File: config.mk
export PLATFORM = sky130hd
export DESIGN_NAME = pwm_buffered_timer
export DESIGN_NICKNAME = d
export VERILOG_FILES = /design/src/rtl/pwm_timer_pkg.sv /design/src/rtl/pwm_regs.sv /design/src/rtl/pwm_counter.sv /design/src/rtl/pwm_wave.sv /design/src/rtl/pwm_wrap_flag.sv /design/src/rtl/pwm_buffered_timer.sv
export SDC_FILE = /design/constraint.sdc
export NUM_CORES = 1
export LEC_CHECK = 0
export ABC_CLOCK_PERIOD_IN_PS = 3700
export BUFFER_PORTS_ARGS = -buffer_cell sky130_fd_sc_hd__buf_2
export CAP_MARGIN = 20
export CORE_AREA = 2 2 57 99
export CTS_BUF_LIST = sky130_fd_sc_hd__clkbuf_2 sky130_fd_sc_hd__clkbuf_4 sky130_fd_sc_hd__clkbuf_8
export DETAILED_ROUTE_END_ITERATION = 10
export DIE_AREA = 0 0 59 101
export PLACE_DENSITY = 0.76
export SLEW_MARGIN = 5
export SYNTH_ARGS = -nofsm -noshare
export SYNTH_HDL_FRONTEND = slang
export SYNTH_HIERARCHICAL = 1
export SYNTH_SLANG_ARGS = --single-unit
File: constraint.sdc
create_clock -name clk -period 3.7 [get_ports clk]
set_input_delay 0.74 -clock clk [delete_from_list [all_inputs] [get_ports clk]]
set_output_delay 0.74 -clock clk [all_outputs]
set_load 0.1 [all_outputs]
File: src/rtl/pwm_timer_pkg.sv
package pwm_timer_pkg;

  typedef enum logic [1:0] {
    MODE_OFF          = 2'b00,
    MODE_OFF_ALT      = 2'b01,
    MODE_CLR_ON_MATCH = 2'b10,
    MODE_SET_ON_MATCH = 2'b11
  } pwm_mode_e;

  localparam logic [1:0] ADDR_LIMIT = 2'd0;
  localparam logic [1:0] ADDR_CMP   = 2'd1;
  localparam logic [1:0] ADDR_MODE  = 2'd2;

  function automatic logic mode_drives_pin(pwm_mode_e m);
    return (m == MODE_CLR_ON_MATCH) || (m == MODE_SET_ON_MATCH);
  endfunction

endpackage

File: src/rtl/pwm_regs.sv
module pwm_regs
  import pwm_timer_pkg::*;
#(
  parameter int WIDTH = 8
) (
  input  logic             clk,
  input  logic             rst_n,
  input  logic             wr_en,
  input  logic [1:0]       wr_addr,
  input  logic [WIDTH-1:0] wr_data,
  input  logic [1:0]       rd_addr,
  input  logic             latch_cmp,
  output logic [WIDTH-1:0] rd_data,
  output logic [WIDTH-1:0] limit,
  output logic [WIDTH-1:0] cmp_act,
  output pwm_mode_e        mode
);

  localparam int MODE_PAD = WIDTH - 2;

  logic [WIDTH-1:0] cmp_pend;
  logic             wr_limit, wr_cmp, wr_mode;

  assign wr_limit = wr_en && (wr_addr == ADDR_LIMIT);
  assign wr_cmp   = wr_en && (wr_addr == ADDR_CMP);
  assign wr_mode  = wr_en && (wr_addr == ADDR_MODE);

  always_ff @(posedge clk) begin
    if (!rst_n) begin
      limit    <= '1;
      cmp_pend <= '0;
      cmp_act  <= '0;
      mode     <= MODE_OFF;
    end else begin
      if (wr_limit) limit <= wr_data;
      if (wr_cmp)   cmp_pend <= wr_data;
      if (wr_mode)  mode <= pwm_mode_e'(wr_data[1:0]);
      if (latch_cmp) cmp_act <= cmp_pend;
    end
  end

  always_comb begin
    case (rd_addr)
      ADDR_LIMIT: rd_data = limit;
      ADDR_CMP:   rd_data = cmp_pend;
      ADDR_MODE:  rd_data = {{MODE_PAD{1'b0}}, mode};
      default:    rd_data = '0;
    endcase
  end

  AST_ACTIVE_LATCH: assert property (@(posedge clk) disable iff (!rst_n)
    latch_cmp |=> (cmp_act == $past(cmp_pend)));
  AST_ACTIVE_HOLD: assert property (@(posedge clk) disable iff (!rst_n)
    !latch_cmp |=> $stable(cmp_act));
  AST_PEND_WRITE: assert property (@(posedge clk) disable iff (!rst_n)
    wr_cmp |=> (cmp_pend == $past(wr_data)));

endmodule

File: src/rtl/pwm_counter.sv
module pwm_counter #(
  parameter int WIDTH = 8
) (
  input  logic             clk,
  input  logic             rst_n,
  input  logic             cnt_en,
  input  logic [WIDTH-1:0] limit,
  output logic [WIDTH-1:0] cnt,
  output logic             wrap
);

  function automatic logic [WIDTH-1:0] next_count(
    logic [WIDTH-1:0] c, logic [WIDTH-1:0] lim, logic en);
    if (!en)        return c;
    else if (c >= lim) return '0;
    else            return c + 1'b1;
  endfunction

  assign wrap = cnt_en && (cnt >= limit);

  always_ff @(posedge clk) begin
    if (!rst_n) cnt <= '0;
    else        cnt <= next_count(cnt, limit, cnt_en);
  end

  AST_CNT_WRAP: assert property (@(posedge clk) disable iff (!rst_n)
    (cnt_en && cnt >= limit) |=> (cnt == '0));
  AST_CNT_STEP: assert property (@(posedge clk) disable iff (!rst_n)
    (cnt_en && cnt < limit) |=> (cnt == $past(cnt) + 1'b1));
  AST_CNT_FROZEN: assert property (@(posedge clk) disable iff (!rst_n)
    !cnt_en |=> $stable(cnt));

endmodule

File: src/rtl/pwm_wave.sv
module pwm_wave
  import pwm_timer_pkg::*;
#(
  parameter int WIDTH = 8
) (
  input  logic             clk,
  input  logic             rst_n,
  input  logic [WIDTH-1:0] cnt,
  input  logic [WIDTH-1:0] cmp_act,
  input  logic [WIDTH-1:0] limit,
  input  pwm_mode_e        mode,
  output logic             pwm_out,
  output logic             pwm_oe
);

  logic level_q;

  function automatic logic duty_level(
    logic [WIDTH-1:0] c, logic [WIDTH-1:0] cmp,
    logic [WIDTH-1:0] lim, pwm_mode_e m);
    logic hi;
    if (cmp == '0)      hi = 1'b0;
    else if (cmp >= lim) hi = 1'b1;
    else                hi = (c < cmp);
    case (m)
      MODE_CLR_ON_MATCH: return hi;
      MODE_SET_ON_MATCH: return !hi;
      default:           return 1'b0;
    endcase
  endfunction

  always_ff @(posedge clk) begin
    if (!rst_n) level_q <= 1'b0;
    else        level_q <= duty_level(cnt, cmp_act, limit, mode);
  end

  assign pwm_oe  = mode_drives_pin(mode);
  assign pwm_out = pwm_oe && level_q;

  AST_FIXED_LOW: assert property (@(posedge clk) disable iff (!rst_n)
    (mode == MODE_CLR_ON_MATCH && cmp_act == '0) |=> !level_q);
  AST_FIXED_HIGH: assert property (@(posedge clk) disable iff (!rst_n)
    (mode == MODE_CLR_ON_MATCH && cmp_act != '0 && cmp_act >= limit) |=> level_q);
  AST_ZERO_SETS: assert property (@(posedge clk) disable iff (!rst_n)
    (mode == MODE_CLR_ON_MATCH && cnt == '0 && cmp_act != '0) |=> level_q);
  AST_MATCH_SETS_INV: assert property (@(posedge clk) disable iff (!rst_n)
    (mode == MODE_SET_ON_MATCH && cnt == cmp_act && cmp_act < limit) |=> level_q);

endmodule

File: src/rtl/pwm_wrap_flag.sv
module pwm_wrap_flag #(
  parameter int SYNC_DELAY = 2
) (
  input  logic clk,
  input  logic rst_n,
  input  logic wrap_evt,
  input  logic wrap_clr,
  output logic wrap_flag
);

  logic [SYNC_DELAY-1:0] sync_q;
  logic                  set_now;

  generate
    if (SYNC_DELAY == 1) begin : g_single
      always_ff @(posedge clk) begin
        if (!rst_n) sync_q <= '0;
        else        sync_q <= wrap_evt;
      end
    end else begin : g_chain
      always_ff @(posedge clk) begin
        if (!rst_n) sync_q <= '0;
        else        sync_q <= {sync_q[SYNC_DELAY-2:0], wrap_evt};
      end
    end
  endgenerate

  assign set_now = sync_q[SYNC_DELAY-1];

  always_ff @(posedge clk) begin
    if (!rst_n)        wrap_flag <= 1'b0;
    else if (set_now)  wrap_flag <= 1'b1;
    else if (wrap_clr) wrap_flag <= 1'b0;
  end

  AST_FLAG_SET: assert property (@(posedge clk) disable iff (!rst_n)
    set_now |=> wrap_flag);
  AST_FLAG_NO_EARLY: assert property (@(posedge clk) disable iff (!rst_n)
    (!wrap_flag && !set_now) |=> !wrap_flag);
  AST_FLAG_STICKY: assert property (@(posedge clk) disable iff (!rst_n)
    (wrap_flag && !wrap_clr) |=> wrap_flag);
  AST_FLAG_CLEAR: assert property (@(posedge clk) disable iff (!rst_n)
    (wrap_clr && !set_now) |=> !wrap_flag);

endmodule

File: src/rtl/pwm_buffered_timer.sv
module pwm_buffered_timer
  import pwm_timer_pkg::*;
#(
  parameter int WIDTH      = 8,
  parameter int SYNC_DELAY = 2
) (
  input  logic             clk,
  input  logic             rst_n,
  input  logic             wr_en,
  input  logic [1:0]       wr_addr,
  input  logic [WIDTH-1:0] wr_data,
  input  logic [1:0]       rd_addr,
  output logic [WIDTH-1:0] rd_data,
  input  logic             cnt_en,
  input  logic             wrap_clr,
  output logic             pwm_out,
  output logic             pwm_oe,
  output logic             wrap_flag
);

  logic [WIDTH-1:0] limit, cmp_act, cnt;
  logic             wrap;
  pwm_mode_e        mode;

  pwm_regs #(.WIDTH(WIDTH)) u_regs (
    .clk(clk), .rst_n(rst_n), .wr_en(wr_en), .wr_addr(wr_addr),
    .wr_data(wr_data), .rd_addr(rd_addr), .latch_cmp(wrap),
    .rd_data(rd_data), .limit(limit), .cmp_act(cmp_act), .mode(mode)
  );

  pwm_counter #(.WIDTH(WIDTH)) u_counter (
    .clk(clk), .rst_n(rst_n), .cnt_en(cnt_en), .limit(limit),
    .cnt(cnt), .wrap(wrap)
  );

  pwm_wave #(.WIDTH(WIDTH)) u_wave (
    .clk(clk), .rst_n(rst_n), .cnt(cnt), .cmp_act(cmp_act),
    .limit(limit), .mode(mode), .pwm_out(pwm_out), .pwm_oe(pwm_oe)
  );

  pwm_wrap_flag #(.SYNC_DELAY(SYNC_DELAY)) u_flag (
    .clk(clk), .rst_n(rst_n), .wrap_evt(wrap), .wrap_clr(wrap_clr),
    .wrap_flag(wrap_flag)
  );

  AST_OFF_MODES_QUIET: assert property (@(posedge clk) disable iff (!rst_n)
    (mode == MODE_OFF || mode == MODE_OFF_ALT) |-> (!pwm_oe && !pwm_out));
  AST_RESET_STATE: assert property (@(posedge clk)
    $rose(rst_n) |-> (!wrap_flag && !pwm_out && !pwm_oe));

endmodule

==> results.toml, run 1 <==
[power]
p_leak_nw = 1.29
combPwrFrac = 0.137
ir_drop_v = 0.000256
p_int_w = 0.000750
p_sw_frac = 0.255
clkPwrFrac = 0.434
power.density_nw_per_um2 = 386
p_seq_frac = 0.429
p_sw_w = 0.000256

[grt]
grt_max_degree = 48
grt_pass1_vias = 1840
antenna_found_initial = 0
grt_overflow = 0
grt_usage = 0.184
grt_pass1_wl_mm = 8.40

[final_layout]
syn2layout_area_growth_pct = 11.3
nNetsFinal = 317
fin_util = 0.505
drive_gt1_frac = 0.159
antenna-diode-count = 0

[floorplanning]
die_area_um2 = 5960
num_io_pins = 28
coreArea_um2 = 5170
die_h_um = 101
num_rows = 35
start_util = 0.454
die_x_um = 59

[outcome]
status = "completed"

[synth]
synth_cell_types = 45
avgSynthCellArea_um2 = 9.16
synth_top_cell_area_share = 0.324
ys_ff_latch = 38
synth_common_cells = "dfxtp_1, inv_1, mux2i_1, nand2_1, ha_1"
synth_most_common_cell = "dfxtp_1"
netlist_area_um2 = 2350
synth_fp_nets = 297
synth_area_leaders = "dfxtp_1, ha_1, mux2i_1"
synth_largest_area_cell = "dfxtp_1"
syn_inst = 256
yosysSeqAreaShare = 0.324
yosysWarningCount = 6
synth_edf_count = 0
synthFlopType = "dfxtp_1"
async_reset_ff_frac = 0

[place]
port_buffers = 27
dp_hpwl_mm = 3.64
gp_congestion = 0.828

[critical_path]
critPathCaptureType = "output port"
critPathKind = "input pin to output port"
crit_fanout = 9
arrival_ns = 1.70
cp-start-kind = "input pin"
worstPathRequired_ns = 2.96

[detailed_routing]
route.met3.wl_um = 121
ant_nets = 0
vias = 1799
drc_errors = 0
routedLengthMet1_mm = 1.82
wl_met2_mm = 2.70
drt-pass1-iter-count = 4
drt-vias-per-instance = 5.42
wirelength_mm = 4.80
wl_per_cell_um = 14.5
routed.top_layer = "met4"
drt_iter0_drc = 24

[sta]
final.setup.tns_ns = 0
tightest_slew_ns = 0.903
rsz0062_at_grt = "no"
final_max_slew_viol_count = 0
fin_worst_skew_ns = 0.00643
fmax_ghz = 0.410
relSlewSlack = 0.398
hold_viol_final = 0
period_minus_slack_ns = 2.44
period_share = 0.660
setup_viol = 0

[run]
maxCapViolCount = 0

[cts]
cts_resized = 0
cts_tree = "yes"
cts_max_level = 2
clockBufferDepth = 2
cts_buffers = 5
clk_latency_ns = 0.29
clock_sinks = 38
clockRootBuffer = "clkbuf_8"
post_cts_buffers = 0
path_clk_slew_ns = 0.07
cts_hold_buf = 0

[hold_path]
hp-class = "flip-flop to flip-flop"
-- sequential cells by signal, summed over array words and instances, names as in the netlist --
register	cells
u_regs/mode	2
u_flag/wrap_flag	1
u_counter/cnt	8
u_flag/sync_q	2
u_regs/cmp_pend	8
u_regs/limit	8
u_regs/cmp_act	8
u_wave/level_q	1
-- layer usage --
metal  track usage  vias up
met1         0.194      840
li1              -      915
met4        0.0909        0
met2         0.340       33
met5             0        -
met3        0.0282       11
-- placed cells by master (no fill, tap or decap), types with 2 or more instances in the layout --
| master | n |
|---|---|
| a21o_1 | 2 |
| and2_1 | 3 |
| buf_2 | 27 |
| bufinv_16 | 2 |
| clkbuf_8 | 6 |
| dfxtp_1 | 38 |
| ha_1 | 24 |
| inv_1 | 32 |
| mux2i_1 | 28 |
| nand2_1 | 27 |
| nand3b_1 | 2 |
| nand4_1 | 3 |
| nand4bb_1 | 8 |
| nor2_1 | 16 |
| nor2b_1 | 9 |
| nor3_1 | 2 |
| nor3b_2 | 4 |
| o211ai_1 | 8 |
| o21a_1 | 2 |
| o21ai_0 | 5 |
| o2bb2ai_1 | 2 |
| xnor2_1 | 6 |
-- path summary, 6_finish.rpt --
path / from / to / slack (ns) / cells past startpoint
setup / recovery: rd_addr[1] / rd_data[1] / 1.26 / 4
hold / removal: u_flag/sync_q[0] / u_flag/sync_q[1] / 0.43 / 1
setup reg to reg: u_regs/limit[7] / u_regs/cmp_act[1] / 1.38 / 7
hold reg to reg: u_flag/sync_q[0] / u_flag/sync_q[1] / 0.43 / 1
-- final cells by class --
type | instances | area (um2)
clock buffer | 6 | 82.6
clock inverter | 2 | 60.1
fill | 493 | 2560
inverter | 32 | 120
multi-input combinational | 172 | 1380
sequential | 38 | 761
tap | 55 | 68.8
timing repair buffer | 27 | 135
-- logic make-up after synthesis --
kind of cell / synth area share
compound gates: 0.0928
simple gates: 0.223
mux: 0.119
xor+xnor: 0.0261
fa+ha+maj: 0.128
flops: 0.324
buf+inv: 0.0864
-- worst max-delay path, cell delays in order --
cell	delay, ns
buf_2	0.20
nor2b_1	0.19
o2bb2ai_1	0.13
buf_2	0.44
-- power by group through the flow --
stage                     registers (W)  clock network, W  logic, W
final                          0.000432          0.000437  0.000138
after CTS                      0.000432          0.000441  0.000139
after floorplan                0.000437                 0  0.000113
after global routing           0.000434          0.000464  0.000149
after detailed placement       0.000441                 0  0.000138
after global placement         0.000441                 0  0.000135
-- per-stage QoR --
step | std cells | total power [W] | setup WS [ns] | hold slack (ns) | area, um2
global placement | 324 | 0.000576 | 1.27 | 0.410 | 2470
detailed placement | 324 | 0.000580 | 1.26 | 0.414 | 2470
floorplan | 256 | 0.000550 | 0.475 | 0.406 | 2350
finish | 332 | 0.00101 | 1.26 | 0.428 | 2610
global route | 332 | 0.00105 | 1.18 | 0.460 | 2610
CTS | 332 | 0.00101 | 1.26 | 0.431 | 2610
Power figures use the tool's default switching activity.
==> run 2, diff against run 1 <==
- ABC_CLOCK_PERIOD_IN_PS: 3700 -> 2250
- clock period: 3.7 -> 2.25 ns (I/O delays scaled with it)
==> results.toml, run 2 (synthesis results as in run 1) <==
[grt]
grt_usage = 0.180
grt_pass1_wl_mm = 8.22
grt_max_degree = 48
antenna_found_initial = 0
grt_pass1_vias = 1834
grt_overflow = 0

[power]
ir_drop_v = 0.000449
p_leak_nw = 1.29
power.density_nw_per_um2 = 559
p_total_w = 0.00148

[critical_path]
critical_path.max_stage_delay_ns = 0.38
arrival_ns = 2.18
r2r-end = "u_regs/cmp_act[0]"
worstReg2RegStart = "u_regs/limit[7]"
crit_fanout = 12
worstPathRequired_ns = 2.45
critPathCaptureType = "flip-flop"
cp-start-kind = "flip-flop"
path_cells = "inv_1 > ha_1 > and3_4 > a221o_1 > a22o_1 > buf_4 > mux2i_1 > nor2b_1"
reg2reg_depth = 8
critPathKind = "flip-flop to flip-flop"
path_delay_family = "compound AO/OA/AOI/OAI gates"
r2r_slack_ns = 0.27
critPathSlowestCell = "dfxtp_1"
critPathBufInv = 2

[cts]
clockBufferDepth = 2
cts_tree = "yes"
clock_sinks = 38
cts_hold_buf = 0
path_clk_slew_ns = 0.09
post_cts_buffers = 0
clockRootBuffer = "clkbuf_8"
clk_latency_ns = 0.30
cts_buffers = 5
cts_max_level = 2
cts_resized = 0

[sta]
tightest_slew_ns = 0.777
rsz0062_at_grt = "no"
final_max_slew_viol_count = 0
hold_viol_final = 0
period_minus_slack_ns = 1.98
setup_viol = 0
period_share = 0.879
hold_ws_ns = 0.394
relSlewSlack = 0.482
fmax_ghz = 0.506
fin_ws_ns = 0.273
final.setup.tns_ns = 0
fin_worst_skew_ns = 0.0105

[final_layout]
antenna-diode-count = 0
drive_gt1_frac = 0.194
layout_common_cells = "dfxtp_1, inv_1, mux2i_1"
syn2layout_area_growth_pct = 12.5
final_common_cell = "dfxtp_1"
nNetsFinal = 319

[place]
port_buffers = 27
dp_hpwl_mm = 3.72
pre_cts_slack_ns = 0.292
gp_congestion = 0.871

[detailed_routing]
drt-pass1-iter-count = 4
vias = 1800
drc_errors = 0
wirelength_mm = 4.89
drt-vias-per-instance = 5.39
ant_nets = 0
drt_iter0_drc = 18
wl_per_cell_um = 14.6

[floorplanning]
die_area_um2 = 5960
die_h_um = 101
num_rows = 35
coreArea_um2 = 5170
start_util = 0.454
num_io_pins = 28
die_x_um = 59

[outcome]
status = "completed"

[hold_path]
worstHoldStart = "wr_data[4]"
hp-class = "input pin to flip-flop"
min_path_cells = 3
min_to = "u_regs/cmp_pend[4]"

[run]
maxCapViolCount = 0
==> run 2: cell count changes in the layout (fill, tap and decap cells not counted), sizes merged <==
cell,previous run,this run
buf,27,29
clkinvlp,0,1
bufinv,2,0
inv,32,33
==> run 2: power breakdown <==
part	internal (W)	switching (W)	total, W
Sequential	0.000690	0.0000192	0.000709
Clock	0.000252	0.000271	0.000524
Combinational	0.0000813	0.000163	0.000244
Total	0.00102	0.000453	0.00148
==> run 2: worst reg2reg max path: cells and delay by family, from the launching register on <==
| kind | cells | cell delay, ns |
|---|---|---|
| flip-flops | 1 | 0.38 |
| multiplexers | 1 | 0.17 |
| buffers and inverters | 2 | 0.26 |
| AO/OA/AOI/OAI | 2 | 0.54 |
| adder cells (fa/ha/maj) | 1 | 0.30 |
| AND/OR/NAND/NOR | 2 | 0.24 |
==> run 2: final cells by class <==
type | count | area, um2
clock buffer | 6 | 82.6
clock inverter | 2 | 16.3
fill | 515 | 2530
inverter | 32 | 120
multi-input combinational | 172 | 1410
sequential | 38 | 761
tap | 55 | 68.8
timing repair buffer | 29 | 180
==> run 2: worst max-delay path by stage <==
stage | from | to | slack (ns) | depth (start not counted)
floorplan | rd_addr[0] | rd_data[0] | 0.20 | 3
global placement | u_regs/cmp_act[5] | u_wave/level_q | 0.34 | 7
detailed placement | u_regs/limit[5] | u_regs/cmp_act[0] | 0.29 | 8
CTS | u_regs/limit[7] | u_regs/cmp_act[0] | 0.27 | 8
global route | u_regs/cmp_act[5] | u_wave/level_q | 0.16 | 7
finish | u_regs/limit[7] | u_regs/cmp_act[0] | 0.27 | 8
==> run 2: through the flow <==
stage / util / cell area [um2] / cells
after floorplan: - / 2370 / 256
after global placement: 0.492 / 2540 / 326
after detailed placement: 0.492 / 2540 / 326
after CTS: 0.511 / 2640 / 334
after global routing: 0.511 / 2640 / 334
final: 0.511 / 2640 / 334
==> run 2: metal layers <==
layer | vias to the layer above | global-route usage | routed length, um
li1 | 918 | - | -
met1 | 841 | 0.196 | 1940
met2 | 28 | 0.321 | 2690
met3 | 13 | 0.0295 | 115
met4 | 0 | 0.0962 | 147
met5 | - | 0 | 0
==> run 3, diff against run 2 <==
- CORE_AREA: 2 2 57 99 -> 2 2 74 76
- DIE_AREA: 0 0 59 101 -> 0 0 76 78
==> results.toml, run 3 (synthesis results as in run 1) <==
[cts]
post_cts_buffers = 0
clockRootBuffer = "clkbuf_8"
clock_sinks = 38
clk_latency_ns = 0.29
path_clk_slew_ns = 0.07
cts_hold_buf = 0
cts_max_level = 2
cts_tree = "yes"
cts_buffers = 5
cts_resized = 0
clockBufferDepth = 2

[critical_path]
path_cells = "inv_1 > ha_1 > and3_4 > a221o_1 > a22o_1 > buf_4 > mux2i_1 > nor2b_1"
critPathKind = "flip-flop to flip-flop"
critPathCaptureType = "flip-flop"
arrival_ns = 2.21
critPathSlowestCell = "dfxtp_1"
critical_path.max_stage_delay_ns = 0.39
reg2reg_depth = 8
cp-start-kind = "flip-flop"
crit_fanout = 8
worstPathRequired_ns = 2.44

[place]
dp_hpwl_mm = 3.52
dpl_cell_area_um2 = 2560
port_buffers = 27
gp_congestion = 0.771

[floorplanning]
die_area_um2 = 5930
coreArea_um2 = 5040
die_h_um = 78
die_x_um = 76
num_rows = 26
num_io_pins = 28
start_util = 0.465

[final_layout]
drive_gt1_frac = 0.191
final_common_cell = "dfxtp_1"
fin_util = 0.530
layout_common_cells = "dfxtp_1, inv_1, mux2i_1"
syn2layout_area_growth_pct = 13.9
antenna-diode-count = 0
stdcell_area_um2 = 2670
nNetsFinal = 319

[sta]
period_minus_slack_ns = 2.03
period_share = 0.901
fmax_ghz = 0.493
relSlewSlack = 0.506
tightest_slew_ns = 0.740
final.setup.tns_ns = 0
setup_viol = 0
fin_worst_skew_ns = 0.00304
final_max_slew_viol_count = 0
hold_viol_final = 0
rsz0062_at_grt = "no"

[detailed_routing]
wirelength_mm = 4.63
drc_errors = 0
drt-pass1-iter-count = 4
ant_nets = 0
drt-vias-per-instance = 5.21
wl_per_cell_um = 13.3
drt_iter0_drc = 51
vias = 1813

[power]
ir_drop_v = 0.000363
p_leak_nw = 1.30
p_total_w = 0.00155
power.density_nw_per_um2 = 580

[grt]
grt_max_degree = 48
grt_pass1_vias = 1809
antenna_found_initial = 0
grt_overflow = 0
grt_usage = 0.173
grt_pass1_wl_mm = 8.29

[hold_path]
hp-class = "input pin to flip-flop"
min_path_cells = 3

[run]
maxCapViolCount = 0

[outcome]
status = "completed"
[run 3: layout make-up]
type	instances	area (um2)
multi-input combinational	172	1410
sequential	38	761
fill	473	2370
inverter	32	120
clock buffer	6	82.6
tap	70	87.6
clock inverter	1	30.0
timing repair buffer	29	180
[run 3: power breakdown]
group / internal (W) / switching, W / leakage, nW
combinational: 0.0000805 / 0.000160 / 0.931
clock: 0.000355 / 0.000243 / 0.0573
sequential: 0.000690 / 0.0000212 / 0.308
total: 0.00112 / 0.000424 / 1.30
[run 3: critical path, delay by kind of cell, from the launching register on]
family / cells / cell delay, ns
and+or+nand+nor: 2 / 0.25
DFF: 1 / 0.39
buffers and inverters: 2 / 0.25
adders and majority gates: 1 / 0.31
AOI/OAI and AO/OA: 2 / 0.55
muxes: 1 / 0.17
[run 3: stage by stage]
| step | setup WS [ns] | hold slack (ns) | instances |
|---|---|---|---|
| after floorplan | 0.195 | 0.406 | 256 |
| after global placement | 0.374 | 0.408 | 341 |
| after detailed placement | 0.213 | 0.416 | 341 |
| after CTS | 0.216 | 0.406 | 348 |
| after global routing | 0.107 | 0.416 | 348 |
| final | 0.222 | 0.407 | 348 |
[run 3: routing by layer]
metal  up-vias  GRT usage  part of all wire
li1        919          -                 -
met1       860      0.218              0.48
met2        28      0.287              0.47
met3         6     0.0488             0.037
met4         0     0.0545             0.014
met5         -          0                 0
[run 3: worst paths after layout]
check / start / end / slack [ns]
max: u_regs/limit[7] / u_regs/cmp_act[5] / 0.22
min: wr_data[4] / u_regs/cmp_pend[4] / 0.41
max reg2reg: u_regs/limit[7] / u_regs/cmp_act[5] / 0.22
min reg2reg: u_flag/sync_q[0] / u_flag/sync_q[1] / 0.43
